===== src/rtl/sip_pkg.sv =====
package sip_pkg;
  typedef struct packed {
    logic capture;
    logic ibf;
    logic intr;
    logic inte;
  } sipCtrl_t;

  function automatic int intePos(input bit isPortA);
    return isPortA ? 4 : 2;
  endfunction
  function automatic int ibfPos(input bit isPortA);
    return isPortA ? 5 : 1;
  endfunction
  function automatic int intrPos(input bit isPortA);
    return isPortA ? 3 : 0;
  endfunction
endpackage


===== src/rtl/sip_ctrl.sv =====
module sip_ctrl
  import sip_pkg::*;
#(
  parameter int INTE_POS = 4,
  parameter int BIT_W    = 3
) (
  input  logic             clk,
  input  logic             rst,
  input  logic             modeActive,
  input  logic             stbN,
  input  logic             rdN,
  input  logic             bsrWrite,
  input  logic [BIT_W-1:0] bsrBit,
  input  logic             bsrVal,
  output sipCtrl_t         ctrl
);
  logic ibfQ, intrQ, inteQ, rdPrevQ;
  logic rdRise, stbLow, inteHit;

  assign stbLow  = modeActive && !stbN;
  assign rdRise  = rdN && !rdPrevQ;
  assign inteHit = bsrWrite && (bsrBit == BIT_W'(INTE_POS));

  always_ff @(posedge clk) begin
    if (rst) begin
      ibfQ    <= 1'b0;
      intrQ   <= 1'b0;
      inteQ   <= 1'b0;
      rdPrevQ <= 1'b1;
    end else begin
      rdPrevQ <= rdN;
      if (inteHit) inteQ <= bsrVal;
      // new strobe beats the end of a read
      if (!modeActive)  ibfQ <= 1'b0;
      else if (stbLow)  ibfQ <= 1'b1;
      else if (rdRise)  ibfQ <= 1'b0;
      // request only outside a read window
      intrQ <= modeActive && inteQ && ibfQ && stbN && rdN && rdPrevQ;
    end
  end

  always_comb begin
    ctrl.capture = stbLow;
    ctrl.ibf     = ibfQ;
    ctrl.intr    = intrQ;
    ctrl.inte    = inteQ;
  end
endmodule


===== src/rtl/sip_datapath.sv =====
module sip_datapath
  import sip_pkg::*;
#(
  parameter int DATA_W   = 8,
  parameter int STAT_W   = 8,
  parameter int IBF_POS  = 5,
  parameter int INTR_POS = 3,
  parameter int INTE_POS = 4
) (
  input  logic              clk,
  input  logic              rst,
  input  sipCtrl_t          ctrl,
  input  logic [DATA_W-1:0] padData,
  output logic [DATA_W-1:0] dataOut,
  output logic [STAT_W-1:0] statusC
);
  logic [DATA_W-1:0] holdQ;

  always_ff @(posedge clk) begin
    if (rst)               holdQ <= '0;
    else if (ctrl.capture) holdQ <= padData;
  end

  assign dataOut = holdQ;

  always_comb begin
    statusC           = '0;
    statusC[IBF_POS]  = ctrl.ibf;
    statusC[INTR_POS] = ctrl.intr;
    statusC[INTE_POS] = ctrl.inte;
  end
endmodule


===== src/rtl/strobed_input_port.sv =====
module strobed_input_port
  import sip_pkg::*;
#(
  parameter int DATA_W    = 8,
  parameter int STAT_W    = 8,
  parameter bit IS_PORT_A = 1'b1,
  parameter int BIT_W     = $clog2(STAT_W)
) (
  input  logic              clk,
  input  logic              rst,
  input  logic              modeActive,
  input  logic              stbN,
  input  logic [DATA_W-1:0] padData,
  input  logic              rdN,
  input  logic              bsrWrite,
  input  logic [BIT_W-1:0]  bsrBit,
  input  logic              bsrVal,
  output logic [DATA_W-1:0] dataOut,
  output logic              ibf,
  output logic              intr,
  output logic              inte,
  output logic [STAT_W-1:0] statusC
);
  localparam int INTE_P = intePos(IS_PORT_A);
  localparam int IBF_P  = ibfPos(IS_PORT_A);
  localparam int INTR_P = intrPos(IS_PORT_A);

  sipCtrl_t ctrl;

  sip_ctrl #(.INTE_POS(INTE_P), .BIT_W(BIT_W)) uCtrl (
    .clk(clk), .rst(rst), .modeActive(modeActive), .stbN(stbN), .rdN(rdN),
    .bsrWrite(bsrWrite), .bsrBit(bsrBit), .bsrVal(bsrVal), .ctrl(ctrl)
  );

  sip_datapath #(.DATA_W(DATA_W), .STAT_W(STAT_W), .IBF_POS(IBF_P),
                 .INTR_POS(INTR_P), .INTE_POS(INTE_P)) uData (
    .clk(clk), .rst(rst), .ctrl(ctrl), .padData(padData),
    .dataOut(dataOut), .statusC(statusC)
  );

  assign ibf  = ctrl.ibf;
  assign intr = ctrl.intr;
  assign inte = ctrl.inte;
endmodule


===== config.mk =====
export PLATFORM = sky130hd
export DESIGN_NAME = strobed_input_port
export DESIGN_NICKNAME = d
export VERILOG_FILES = /design/src/rtl/sip_pkg.sv /design/src/rtl/sip_ctrl.sv /design/src/rtl/sip_datapath.sv /design/src/rtl/strobed_input_port.sv
export SDC_FILE = /design/constraint.sdc
export NUM_CORES = 1
export LEC_CHECK = 0
export BUFFER_PORTS_ARGS = -buffer_cell sky130_fd_sc_hd__buf_2
export CORE_MARGIN = 2
export CORE_UTILIZATION = 35
export CTS_CLUSTER_DIAMETER = 100
export DETAILED_ROUTE_END_ITERATION = 8
export PLACE_DENSITY = 0.71
export REMOVE_ABC_BUFFERS = 1
export SYNTH_ARGS = -nofsm -noshare
export SYNTH_HDL_FRONTEND = slang
export SYNTH_SLANG_ARGS = --single-unit

===== constraint.sdc =====
create_clock -name clk -period 1.9 [get_ports clk]
set_input_delay 0.095 -clock clk [delete_from_list [all_inputs] [get_ports clk]]
set_output_delay 0.095 -clock clk [all_outputs]
set_load 0.02 [all_outputs]

==> results of run 1 <==
## final cells by class
cell class / instances / area share (%)
Sequential cell: 12 / 36.6
Multi-Input combinational cell: 32 / 30.7
Timing Repair Buffer: 31 / 23.7
Clock buffer: 4 / 5.53
Tap cell: 15 / 2.86
Inverter: 1 / 0.573
## logic make-up (layout without fill, tap and decap cells)
kind of cell           Yosys count  count (layout)  synth area share (%)
AND/OR/NAND/NOR                 16              16                  16.3
flip-flops                      12              12                  47.4
buffers and inverters           11              36                  15.8
multiplexers                     9               9                  17.8
AO/OA/AOI/OAI                    2               2                  1.97
other                            1               5                 0.740
## power by group through the flow
| stage | combinational (mW) | clock (mW) | sequential, mW |
|---|---|---|---|
| 2_1_floorplan | 0.0309 | 0 | 0.287 |
| 3_3_place_gp | 0.0781 | 0 | 0.273 |
| 3_5_place_dp | 0.0795 | 0 | 0.273 |
| 4_1_cts | 0.0797 | 0.202 | 0.267 |
| 5_1_grt | 0.0871 | 0.217 | 0.269 |
| 6_report | 0.0787 | 0.192 | 0.267 |
## worst max-delay path by stage
stage | to | depth (start not counted) | slack (ns) | from
after global placement | uData.dataOut[6]$_SDFFE_PP0P_ | 4 | 0.85 | stbN
after detailed placement | uData.dataOut[7]$_SDFFE_PP0P_ | 4 | 0.82 | stbN
after CTS | inte | 1 | 0.99 | uCtrl.inteQ$_SDFFE_PP0P_
final | inte | 1 | 1.01 | uCtrl.inteQ$_SDFFE_PP0P_
after global routing | statusC[5] | 1 | 0.95 | uCtrl.ibfQ$_SDFFE_PP0P_
after floorplan | uCtrl.ibfQ$_SDFFE_PP0P_ | 2 | 0.99 | uCtrl.ibfQ$_SDFFE_PP0P_
## routing by layer
metal | up-vias | part of all wire, % | GRT usage (%)
met5 | - | 0 | 0
met4 | 0 | 0 | 1.88
met3 | 0 | 14 | 3.88
met2 | 27 | 40 | 16.9
met1 | 177 | 45 | 12.9
li1 | 210 | - | -
## state kept, by name, indices dropped and copies added, names as in the netlist
| name | cells |
|---|---|
| uCtrl.intrQ | 1 |
| uData.dataOut | 8 |
| uCtrl.inteQ | 1 |
| uCtrl.rdPrevQ | 1 |
| uCtrl.ibfQ | 1 |
## synth_stat cells
cell,count
buf_6,1
nor3_1,1
or2_2,1
buf_4,8
conb_1,1
mux2i_1,9
nand3_1,1
a21oi_1,1
buf_2,1
or2b_1,1
inv_1,1
nor2_1,9
nand2_1,1
dfxtp_1,12
and4bb_2,1
o21ai_0,1
nor2b_2,1
==> metrics.yaml, run 1 <==
outcome: "complete, no violations"
min_path_cells: 2
max_slew_margin_pct: 64.6
cts-root-buf: "clkbuf_4"
final_cell_mix: "buf_2 (31), dfxtp_1 (12), mux2i_1 (9), nor2_1 (9), conb_1 (5)"
crit_family: "flip-flops"
first_pass_iters: 3
die_w_um: 42.1
cp_slowest_stage_delay_ns: 0.36
fin_crit_sh_pct: 46.9
total_power_uw: 538
setup.worst_path.class: "reg -> out"
synth_area_um2: 507
post_cts_buffers: 0
register_area_um2: 240
dp_cells: 91
nNetsFinal: 99
switching_share_pct: 23.6
pwr-share-seq_pct: 49.6
worst-r2r-setup-slack_ns: 1.25
layout_setup_ws_ns: 1.01
dp_hpwl_um: 686
combinationalPowerShare_pct: 14.6
hold_viol: 0
cts_num_sinks: 12
pwr_density_cell_nw_per_um2: 821
routed_wirelength_um: 856
initial_core_util_pct: 38.0
cts_hold_buf: 0
fin_area_um2: 656
area_growth_pct: 29.4
required_ns: 1.80
drtIter0Drc: 4
drc_errors: 0
fillers: 138
syn_inst: 51
io_buffer_count: 31
io-pin-count: 37
crit_fanout: 4
cts.clk_slew.worst_paths_ns: 0.07
synth.distinct_cells: 17
grt_max_degree: 12
ys_seq_area_share_pct: 47.4
critPathSlowestCell: "dfxtp_1"
endpoint_kind: "output port"
placementRows: 13
fin_util_pct: 49.2
track_usage_pct: 10.2
overflow: 0
place_congestion: 0.733
whs_ns: 0.0466
min_period_ns: 0.891
layout-drive-gt1-share_pct: 47.5
syn-mean-instance-area_um2: 9.94
rsz0062_at_grt: "false"
ant_nets: 0
switchingPower_uw: 127
cts-buffers-inserted: 3
vias: 414
power.leakage_nw: 0.347
grt_pass1_wl_um: 1420
tightestPinTransition_ns: 0.529
synth_top_area_share_pct: 47.4
dieArea_um2: 1770
drv_cap: 0
path_cells: "buf_2"
cts-resized-gates: 0
insertion_delay_ns: 0.26
cp-start-kind: "register"
core_area_um2: 1330
r2r_end: "uCtrl.intrQ$_SDFF_PP0_"
yosys_warnings: 0
chipHeight_um: 42.1
layoutNonFillerInstCount: 95
hold_path.class: "in -> reg"
path_buf_inv: 1
yosys-top-cells-area: "dfxtp_1 (47%), mux2i_1 (18%), buf_4 (12%), nor2_1 (6.7%), and4bb_2 (2.5%)"
grt_antenna_before_repair: 0
worstHoldStart: "stbN"
htreeDepth: 1
clock_path_buffers: 2
placed_area_um2: 619
viasPerCell: 4.36
ir_drop_mv: 0.409
internal_power_uw: 411
fmax_mhz: 1120
yosysTopAreaCell: "dfxtp_1"
hold-path-endpoint: "uCtrl.ibfQ$_SDFFE_PP0P_"
reg2reg_from: "uCtrl.inteQ$_SDFFE_PP0P_"
dp_slack_ns: 0.824
clock_skew_ns: 0.00395
antenna_cells: 0
cts_tree: "yes"
routedWlPerCell_um: 9.01
final_common_cell: "buf_2"
setup_viol: 0
setup-tns-final_ns: 0
slew_viol_final: 0
ys_seq_elements: 12
arrival_ns: 0.80
reg2reg_depth: 2
grt_pass1_vias: 371
clkPwrFrac_pct: 35.7
multiInputGateArea_um2: 201
(Power assumes the default switching activity.)
==> run 2: changes to the inputs <==
--- a/config.mk
+++ b/config.mk
@@ -5,6 +5,7 @@
 export SDC_FILE = /design/constraint.sdc
 export NUM_CORES = 1
 export LEC_CHECK = 0
+export ABC_AREA = 1
 export BUFFER_PORTS_ARGS = -buffer_cell sky130_fd_sc_hd__buf_2
 export CORE_MARGIN = 2
 export CORE_UTILIZATION = 35
==> constraint.sdc (replaced) <==
create_clock -name clk -period 0.9 [get_ports clk]
set_input_delay 0.045 -clock clk [delete_from_list [all_inputs] [get_ports clk]]
set_output_delay 0.045 -clock clk [all_outputs]
set_load 0.02 [all_outputs]
==> run 2 against run 1 <==
Effect of this change:
- via count rose by 14%
- register-to-register slack got worse by 1.0 ns
- synthesized area rose by 0.25%
- core utilization rose by 1.4 points
- non-clock buffer count rose by 2
- count of clock-buffer cells in the layout fell by 1
- clock power rose by 65%
- cell area rose by 2.9%
- critical endpoint unchanged
- largest cell class unchanged
==> metrics.yaml, run 2 <==
outcome: "complete, no violations"
die_w_um: 42.1
cp_slowest_stage_delay_ns: 0.35
routedWlPerCell_um: 9.08
viasPerCell: 4.22
largest_reg_flops: 8
ys_seq_area_share_pct: 47.3
endpoint_kind: "output port"
insertion_delay_ns: 0.26
cts-root-buf: "clkbuf_4"
dieArea_um2: 1770
path_cells: "buf_2"
required_ns: 0.85
overflow: 0
post_cts_buffers: 0
initial_core_util_pct: 38.1
multiInputGateArea_um2: 188
drtIter0Drc: 3
layoutNonFillerInstCount: 112
fin_area_um2: 674
syn-mean-instance-area_um2: 7.70
yosysTopAreaCell: "dfxtp_1"
dp_slack_ns: 0.250
first_pass_iters: 3
dp_hpwl_um: 765
synth_edf_count: 0
core_area_um2: 1330
clock_path_buffers: 2
htreeDepth: 1
cts.clk_slew.worst_paths_ns: 0.07
synth_commonest_cells: "nor2_1 (19), dfxtp_1 (12), buf_4 (9), o21ai_0 (9), nand2_1 (4)"
setup.worst_path.class: "reg -> out"
place_congestion: 0.737
crit_fanout: 4
slew_viol_final: 0
layout_setup_ws_ns: 0.0786
syn_inst: 66
synth_async_sr_flop_share_pct: 0
chipHeight_um: 42.1
register_area_um2: 243
setup_viol: 0
setup-tns-final_ns: 0
yosys-top-cells-area: "dfxtp_1 (47%), nor2_1 (14%), buf_4 (13%), o21ai_0 (8.9%), nand2_1 (3.0%)"
routed_wirelength_um: 1020
hold_viol: 0
clock_skew_ns: 0.00410
cp-start-kind: "register"
area_growth_pct: 32.8
crit_family: "flip-flops"
grt_pass1_vias: 441
cts_tree: "yes"
io_buffer_count: 31
pwr_density_cell_nw_per_um2: 1630
power.leakage_nw: 0.373
ant_nets: 0
final_common_cell: "buf_2"
arrival_ns: 0.78
ir_drop_mv: 0.584
antenna_cells: 0
fillers: 153
cts-buffers-inserted: 3
yosysMostFrequentCell: "nor2_1"
placed_area_um2: 629
placementRows: 13
final_cell_mix: "buf_2 (31), nor2_1 (19), dfxtp_1 (10)"
synth_top_area_share_pct: 47.3
vias: 473
synth_area_um2: 508
fin_crit_sh_pct: 91.3
grt_max_degree: 13
ys_seq_elements: 12
track_usage_pct: 14.0
drv_cap: 0
grt_pass1_wl_um: 1840
fmax_mhz: 1220
path_buf_inv: 1
nNetsFinal: 117
grt_antenna_before_repair: 0
layout-drive-gt1-share_pct: 41.2
min_period_ns: 0.821
synth.distinct_cells: 13
io-pin-count: 37
rsz0062_at_grt: "false"
yosys_warnings: 0
hold_path.class: "in -> reg"
critPathSlowestCell: "dfxtp_2"
dp_cells: 107
cts_num_sinks: 12
synth-main-ff-cell: "dfxtp_1"
drc_errors: 0
-- run 2: cell types whose count changed after synthesis, sizes merged, moves of 4 or more --
cell | previous run | this run
nor2 | 9 | 19
nand2 | 1 | 5
mux2i | 9 | 0
inv | 1 | 6
o21ai | 1 | 9
-- run 2: cell type report --
| class | count | share of cell area, % |
|---|---|---|
| flip-flops and latches | 12 | 36.0 |
| multi-input cells | 43 | 27.8 |
| repair buffers | 33 | 26.0 |
| inverters | 6 | 4.08 |
| clock buffers | 3 | 3.34 |
| well taps | 15 | 2.78 |
-- run 2: logic make-up after synthesis --
logic type	Yosys count	synth area share (%)
DFF	12	47.3
buffers and inverters	15	18.7
other	1	0.738
and+or+nand+nor	27	22.4
AOI/OAI and AO/OA	11	10.8
-- run 2: final timing paths --
path / start / depth (start not counted) / to / slack, ns
setup / recovery: uCtrl.inteQ$_SDFFE_PP0P_ / 1 / inte / 0.08
hold / removal: padData[7] / 3 / uData.dataOut[7]$_SDFFE_PP0P_ / 0.03
setup reg to reg: uCtrl.rdPrevQ$_SDFF_PP1_ / 2 / uCtrl.ibfQ$_SDFFE_PP0P_ / 0.24
hold reg to reg: uCtrl.rdPrevQ$_SDFF_PP1_ / 2 / uCtrl.intrQ$_SDFF_PP0_ / 0.46
-- run 2: per-layer routing --
layer / share of wire [%] / GRT usage (%)
met1: 43 / 16.5
met5: 0 / 0
met2: 45 / 21.6
met3: 12 / 5.60
met4: 0 / 7.50
-- run 2: per-stage QoR --
step	hold slack [ns]	util (%)	total power, mW
floorplan	0.136	-	0.707
global placement	0.253	47.2	0.784
detailed placement	0.259	47.2	0.786
CTS	0.0200	50.4	1.11
global route	0.0354	50.6	1.17
finish	0.0275	50.6	1.10
-- run 2: what timing repair did --
action | in CTS | in global routing
gates resized for setup | 0 | 2
endpoints found under the hold margin | 2 | 0
endpoints found under the setup margin | 0 | 4
hold buffers | 2 | 0
-- run 2: report_power, final --
| group | switching [mW] | internal [mW] |
|---|---|---|
| Clock | 0.162 | 0.154 |
| Sequential | 0.0140 | 0.561 |
| Combinational | 0.126 | 0.0786 |
| Total | 0.302 | 0.794 |
